File: src/rtl/cfg_cpl_pkg.sv
package cfg_cpl_pkg;

  typedef enum logic [1:0] {
    RES_OK       = 2'd0,
    RES_NODEV    = 2'd1,
    RES_BADREG   = 2'd2,
    RES_RSVD     = 2'd3
  } cpl_res_e;

  localparam int unsigned BEAT_W   = 64;
  localparam int unsigned WORD_W   = 32;
  localparam int unsigned STAT_W   = 3;
  localparam int unsigned STAT_LSB = 45;

  // Lane alignment of returned read data.
  function automatic logic [WORD_W-1:0] lane_align(
    input logic [WORD_W-1:0] dw,
    input logic [1:0]        sz,
    input logic [1:0]        lo
  );
    logic [WORD_W-1:0] r;
    case (sz)
      2'd0:    r = (dw >> {lo, 3'b000}) & 32'h0000_00FF;
      2'd1:    r = (dw >> {lo[1], 4'b0000}) & 32'h0000_FFFF;
      default: r = dw;
    endcase
    return r;
  endfunction

endpackage

File: src/rtl/cpl_beat_track.sv
module cpl_beat_track
  import cfg_cpl_pkg::*;
(
  input  logic              clk,
  input  logic              rst_n,
  input  logic              arm_acc,
  input  logic              busy,
  input  logic              rx_valid,
  input  logic              rx_sop,
  input  logic              rx_eop,
  input  logic [BEAT_W-1:0] rx_data,
  output logic              take_beat,
  output logic              end_hit,
  output logic [STAT_W-1:0] eff_stat,
  output logic              sop_seen
);
  logic [STAT_W-1:0] stat_q;
  logic [STAT_W-1:0] beat_stat;

  assign beat_stat = rx_data[STAT_LSB +: STAT_W];
  assign take_beat = busy && rx_valid && (rx_sop || rx_eop || sop_seen);
  assign end_hit   = take_beat && rx_eop;
  assign eff_stat  = rx_sop ? beat_stat : stat_q;

  always_ff @(posedge clk) begin
    if (!rst_n) begin
      sop_seen <= 1'b0;
      stat_q   <= '1;
    end else if (arm_acc) begin
      sop_seen <= 1'b0;
      stat_q   <= '1;
    end else if (take_beat && rx_sop) begin
      sop_seen <= 1'b1;
      stat_q   <= beat_stat;
    end
  end
endmodule

File: src/rtl/cpl_wait_timer.sv
module cpl_wait_timer #(
  parameter int unsigned LIMIT = 250000
) (
  input  logic clk,
  input  logic rst_n,
  input  logic clear,
  input  logic run,
  output logic expire
);
  localparam int unsigned CW = (LIMIT < 2) ? 1 : $clog2(LIMIT);
  localparam logic [CW-1:0] LAST = CW'(LIMIT - 1);

  logic [CW-1:0] cnt;

  assign expire = run && (cnt == LAST);

  always_ff @(posedge clk) begin
    if (!rst_n)      cnt <= '0;
    else if (clear)  cnt <= '0;
    else if (run)    cnt <= cnt + 1'b1;
  end
endmodule

File: src/rtl/cpl_lane_align.sv
module cpl_lane_align
  import cfg_cpl_pkg::*;
(
  input  logic [WORD_W-1:0] dw,
  input  logic [1:0]        size,
  input  logic [1:0]        addr_lo,
  output logic [WORD_W-1:0] aligned
);
  assign aligned = lane_align(dw, size, addr_lo);
endmodule

File: src/rtl/cfg_cpl_rx.sv
module cfg_cpl_rx
  import cfg_cpl_pkg::*;
#(
  parameter int unsigned CLK_MHZ    = 100,
  parameter int unsigned POLL_US    = 5,
  parameter int unsigned POLL_COUNT = 500
) (
  input  logic        clk,
  input  logic        rst_n,
  input  logic        arm,
  input  logic        req_is_read,
  input  logic [1:0]  req_size,
  input  logic [1:0]  req_addr_lo,
  input  logic        rx_valid,
  input  logic        rx_sop,
  input  logic        rx_eop,
  input  logic [63:0] rx_data,
  output logic        busy,
  output logic        done,
  output logic [1:0]  done_status,
  output logic [31:0] done_data
);
  localparam int unsigned LIMIT = CLK_MHZ * POLL_US * POLL_COUNT;

  logic              busy_q;
  logic              is_read_q;
  logic [1:0]        size_q;
  logic [1:0]        lo_q;
  logic              arm_acc;
  logic              take_beat;
  logic              end_hit;
  logic [STAT_W-1:0] eff_stat;
  logic              sop_seen_w;
  logic              expire;
  logic              finish_eop;
  logic              timeout_hit;
  logic              finish;
  logic              cpl_good;
  logic [WORD_W-1:0] aligned;

  assign arm_acc     = arm && !busy_q;
  assign finish_eop  = end_hit;
  assign timeout_hit = expire && !end_hit;
  assign finish      = finish_eop || timeout_hit;
  assign cpl_good    = finish_eop && (eff_stat == '0);

  cpl_beat_track u_track (
    .clk       (clk),
    .rst_n     (rst_n),
    .arm_acc   (arm_acc),
    .busy      (busy_q),
    .rx_valid  (rx_valid),
    .rx_sop    (rx_sop),
    .rx_eop    (rx_eop),
    .rx_data   (rx_data),
    .take_beat (take_beat),
    .end_hit   (end_hit),
    .eff_stat  (eff_stat),
    .sop_seen  (sop_seen_w)
  );

  cpl_wait_timer #(.LIMIT(LIMIT)) u_timer (
    .clk    (clk),
    .rst_n  (rst_n),
    .clear  (arm_acc),
    .run    (busy_q),
    .expire (expire)
  );

  cpl_lane_align u_align (
    .dw      (rx_data[WORD_W-1:0]),
    .size    (size_q),
    .addr_lo (lo_q),
    .aligned (aligned)
  );

  always_ff @(posedge clk) begin
    if (!rst_n) begin
      busy_q    <= 1'b0;
      is_read_q <= 1'b0;
      size_q    <= 2'd0;
      lo_q      <= 2'd0;
    end else if (arm_acc) begin
      busy_q    <= 1'b1;
      is_read_q <= req_is_read;
      size_q    <= req_size;
      lo_q      <= req_addr_lo;
    end else if (finish) begin
      busy_q    <= 1'b0;
    end
  end

  always_ff @(posedge clk) begin
    if (!rst_n) begin
      done        <= 1'b0;
      done_status <= RES_OK;
      done_data   <= '0;
    end else begin
      done        <= finish;
      if (finish) begin
        done_status <= cpl_good ? RES_OK : RES_NODEV;
        done_data   <= (cpl_good && is_read_q) ? aligned : '0;
      end
    end
  end

  assign busy = busy_q;
endmodule

File: config.mk
export PLATFORM = sky130hd
export DESIGN_NAME = cfg_cpl_rx
export DESIGN_NICKNAME = d
export VERILOG_FILES = /design/src/rtl/cfg_cpl_pkg.sv /design/src/rtl/cpl_beat_track.sv /design/src/rtl/cpl_wait_timer.sv /design/src/rtl/cpl_lane_align.sv /design/src/rtl/cfg_cpl_rx.sv
export SDC_FILE = /design/constraint.sdc
export NUM_CORES = 1
export LEC_CHECK = 0
export BUFFER_PORTS_ARGS = -buffer_cell sky130_fd_sc_hd__buf_2
export CORE_UTILIZATION = 46
export CTS_BUF_LIST = sky130_fd_sc_hd__clkbuf_8
export CTS_CLUSTER_DIAMETER = 100
export DETAILED_ROUTE_END_ITERATION = 12
export GPL_TIMING_DRIVEN = 0
export PLACE_DENSITY = 0.83
export SYNTH_ARGS = -nofsm -noshare
export SYNTH_HDL_FRONTEND = slang
export SYNTH_HIERARCHICAL = 1
export SYNTH_SLANG_ARGS = --single-unit
File: constraint.sdc
create_clock -name clk -period 1.9 [get_ports clk]
set_input_delay 0.38 -clock clk [delete_from_list [all_inputs] [get_ports clk]]
set_output_delay 0.38 -clock clk [all_outputs]
set_load 0.02 [all_outputs]
; ---- Word-level counts from Yosys, hierarchy flattened
; Cells that the tools add are included.
[classes]
addsub = 1
n_mul = 0
div_mod_pow = 0
n_lt_le_gt_ge = 0
n_eq_ne = 2
shift = 2
mux = 6
n_bitwise = 1
n_reduce_logical = 18
[ops]
columns = op, count
row1 = one-hot mux 32 bit (2 select lines), 1
row2 = two-way mux 32 bit, 1
row3 = >> shifter 32 x 5 -> 16 bit, 1
row4 = >> shifter 32 x 5 -> 8 bit, 1
row5 = "adder 18 x 1 -> 18 bit, second input constant", 1
row6 = "== test 18 bit, second input constant", 1
row7 = logical AND 1 bit, 9
row8 = logical NOT 3 bit, 1
row9 = logical OR 1 bit, 3
row10 = two-way mux 1 bit, 3
row11 = two-way mux 3 bit, 1
row12 = "== test 2 x 1 -> 1 bit, second input constant", 1
row13 = logical NOT 1 bit, 2
row14 = logical NOT 2 bit, 1
row15 = nonzero test 2 bit, 1
row16 = OR reduction 2 bit, 1
row17 = inverter 1 bit, 1
[totals]
reg_bits = 63
latchBits = 0
mem_bits_rw = 0
mem_bits_ro = 0
input_bits = 75
mem_count = 0

; ---- Logic depth before layout (Yosys ltp)
[logic_depth]
ltp_word = 9
ltp_mapped = 9
ltp_nobuf = 7

; ---- Cells and area by module
; Netlist, hierarchy kept.
[by_module_without_submodules]
columns = module, instances, cells_each, area_each_um2, seq_area_each_um2
row1 = cfg_cpl_rx, 1, 103, 1337.5, 800.8
row2 = cpl_wait_timer, 1, 94, 849.6, 360.3
row3 = cpl_lane_align, 1, 75, 508.0, 0.0
row4 = cpl_beat_track, 1, 25, 209.0, 80.1

; ---- Worst setup path before layout
; Ideal clock, no wire load.
[synth_path]
path_kind = register -> register
start = register u_timer.cnt[13]
end = register done_data[0]
t_arrival_ps = 1835
t_required_ps = 1783
slack_ps = -52
path_stages_with_launch = 8
path_buffers = 2
period_less_slack_ps = 1952
path_cell_list = dfxtp_1 -> or4b_2 -> nor3_1 -> nor2_1 -> and2_1 -> buf_2 -> buf_2 -> a22o_1
[synth_via]
elab_chain_len = 4
[synth_rtl]
columns = element, line_no
row1 = "start, declared", cpl_wait_timer.sv:13  ; logic [CW-1:0] cnt;
row2 = "start signal, assigned", cpl_wait_timer.sv:20  ; else if (run) cnt <= cnt + 1'b1;
row3 = == test 18 bit, cpl_wait_timer.sv:15  ; assign expire = run && (cnt == LAST);
row4 = logical AND 1 bit, cpl_wait_timer.sv:15
row5 = named net expire, cfg_cpl_rx.sv:34  ; logic expire;
row6 = logical AND 1 bit, cfg_cpl_rx.sv:43  ; assign timeout_hit = expire && !end_hit;
row7 = logical OR 1 bit, cfg_cpl_rx.sv:44  ; assign finish = finish_eop || timeout_hit;
row8 = "end signal, assigned", cfg_cpl_rx.sv:102  ; done_data <= (cpl_good && is_read_q) ? aligned : '0;
row9 = "end, declared", cfg_cpl_rx.sv:21  ; output logic [31:0] done_data
; The timed path passes the listed nets, and every way through them passes these cells.
; A chain may end at the register's enable or synchronous reset.

; ---- Worst setup path after layout
[layout_path]
start = register u_timer.cnt[4]
end = register done_data[31]
; Same word-level chain as after synthesis.

==> results by group <==
Outcome
  – Status: complete, no violations

Timing
  – Clock skew: between 0.01 and 0.015 ns
  – Fmax: 538 MHz
  – Final setup violating endpoints: 0
  – Final WS setup: 0.0424 ns
  – RSZ-0062 raised after global routing: no
  – Fin crit share: 97.8%
  – Final hold viol count: 0
  – Max-slew headroom: 65.9%
  – Tmin final: 1.86 ns
  – Final Max Slew Viols: 0
  – Worst Tran Pin Value: 0.508 ns

Routing
  – Wire length on met3: 550 um
  – Via count: 2623
  – DRT met1 WL: 3090 um
  – Final wirelength: approximately 7400 um
  – Routed vias/inst: 5.56
  – Metal2 WL: 3600 um
  – First-pass iteration count of the detailed router: 4
  – Post-DRT Antenna Nets: 0
  – Avg WL per Cell: 15.6 um
  – DRC: 0
  – Highest routed layer: met4
  – 1st-iter DRT viols: 158

Critical path
  – FF-to-FF End: done_data[31]$_SDFFE_PN0P_
  – CP Cell Sequence: or4b_4 -> nor3_4 -> nor2_4 -> and2_4 -> buf_6 -> a22o_1
  – CP Class: flop to flop
  – Max incr delay on CP: 0.54 ns
  – Critical Path AT: 2.07 ns
  – Critical Path Start: u_timer/cnt[4]$_SDFFE_PP0P_
  – CP max stage cell: or4b_4
  – Crit-path max FO: 10
  – Reg2Reg Setup Slack: ~0.042 ns
  – CP endpoint: done_data[31]$_SDFFE_PN0P_
  – Data required, critical path: about 2.1 ns
  – Setup crit start kind: flop
  – Nature of the critical path endpoint: flop
  – Worst reg2reg path depth: 6
  – Reg-to-Reg Start: u_timer/cnt[4]$_SDFFE_PP0P_

Final layout
  – Multi-input gate area: 0.00149 sq mm
  – Synthesis-to-finish area growth: 28.3%
  – Share of cells above drive strength 1: 36.8%
  – Nets: between 400 and 500
  – Fill count: 511
  – Antenna cell count: 0
  – Area occupied by registers: 0.00123 sq mm
  – Fin area: 0.00368 sq mm

GRT
  – Largest net degree at the start of global routing: 14
  – Vias in the first global route: 2475
  – All-Layer GR Usage: 23.6%
  – Total congestion overflow: 0
  – Initial antenna violation count: 0
  – First-pass GRT wire length: 11700 um

Floorplanning
  – Initial core utilization: between 40 and 50%
  – I/O Pins: ~110
  – Die Area: 0.00655 sq mm
  – Core area: 0.00596 sq mm
  – Die W: 80.9 um
  – Die height: 80.9 um
  – Rows: 28

Hold path
  – Class of the worst hold path: input port to flop

Synth
  – Syn Area/Cell: 9.75 sq um
  – Mapped Area: 0.00287 sq mm
  – Syn Nets: 370
  – Mapped Cells: between 200 and 300
  – Synth warnings: 6

Clock tree
  – CTS tree: done
  – Clock Latency Late Sink: 0.33 ns
  – Reg clk slew, reported paths: ~0.06 ns
  – Clock Tree Root: clkbuf_8
  – # H-tree levels: 3
  – Clk sinks: 61
  – CTS buffer count: 9
  – Clock buffer depth: 2
  – # hold bufs at CTS: 0

Placed design
  – DP Wirelength: 5270 um
  – RePlAce Congestion: 0.909
  – Post-place instance area: 0.00339 sq mm
  – Pre-CTS setup slack: -0.0749 ns
  – Port bufs: 80

Pwr
  – Worst ir drop on vdd: 0.000490 V
  – Total power: 2.73 mW
  – PD cells: 743 mW/mm^2
  – Leakage: 1.65 nW

Job
  – Max_cap viols: 0
state kept, by name, indices dropped and copies added, names as in the netlist:
signal / flops
is_read_q: 1
done: 1
u_track/stat_q: 3
done_data: 32
u_timer/cnt: 18
size_q: 2
done_status: 1
lo_q: 2
busy: 1
cell type report:
class	count	share of cell area (%)
Multi-Input combinational cell	207	40.5
Buffer	18	4.93
Timing Repair Buffer	88	12.5
Clock buffer	10	3.74
Inverter	7	0.715
Tap cell	75	2.55
Clock inverter	6	1.46
Sequential cell	61	33.5
worst min-delay path by stage:
stage | startpoint | endpoint | slack [ns] | depth (start not counted)
floorplan | u_timer/cnt[17]$_SDFFE_PP0P_ | u_timer/cnt[17]$_SDFFE_PP0P_ | 0.46 | 2
global placement | done_data[30]$_SDFFE_PN0P_ | done_data[30]$_SDFFE_PN0P_ | 0.45 | 1
detailed placement | done_data[6]$_SDFFE_PN0P_ | done_data[6]$_SDFFE_PN0P_ | 0.45 | 1
CTS | req_is_read | is_read_q$_SDFFE_PN0P_ | 0.31 | 3
global route | req_is_read | is_read_q$_SDFFE_PN0P_ | 0.33 | 3
finish | req_is_read | is_read_q$_SDFFE_PN0P_ | 0.32 | 3
power by group:
part / switching [mW] / total, mW / internal, mW
combinational: 0.166 / 0.308 / 0.141
sequential: 0.0140 / 1.30 / 1.29
clock: 0.492 / 1.12 / 0.627
per-stage QoR:
stage | util, % | std cells | TNS, ns | hold slack, ns
final | 61.7 | 472 | 0 | 0.322
after global routing | 61.7 | 472 | 0 | 0.332
after CTS | 60.9 | 468 | 0 | 0.309
after detailed placement | 56.9 | 449 | -1.90 | 0.449
after global placement | 56.9 | 449 | -1.59 | 0.453
after floorplan | - | 294 | 0 | 0.459
routing by layer:
layer,vias to the layer above,global-route usage [%]
met5,-,0
met2,115,41.6
met3,14,6.63
met1,1221,27.7
met4,0,6.79
li1,1273,-
worst max-delay path: cells and delay by family, from the launching register on:
kind,cells,cell delay (ns)
AO/OA/AOI/OAI,1,0.18
buffers and inverters,1,0.15
flip-flops,1,0.35
AND/OR/NAND/NOR,4,1.07
what timing repair did:
item,4_1_cts,5_1_grt
buffers inserted,3,5
endpoints found under the setup margin,30,40
gates resized for setup,10,8
pin swaps,3,3
cell usage in the layout (no fill, tap or decap), drive strengths merged, types with 3 or more instances in the layout:
master  instances
a21oi           9
a22o           36
xor2            9
and2           17
and3            4
inv             8
nand4          13
buf           103
nor3            3
nor2b          12
a221o           6
mux2i          12
a211oi          4
or4             3
nand2          17
or3             4
o211ai          5
clkinv          4
clkbuf         13
dfxtp          61
o21ai          13
and4            3
nor2           19
Power figures use the tool's default switching activity.
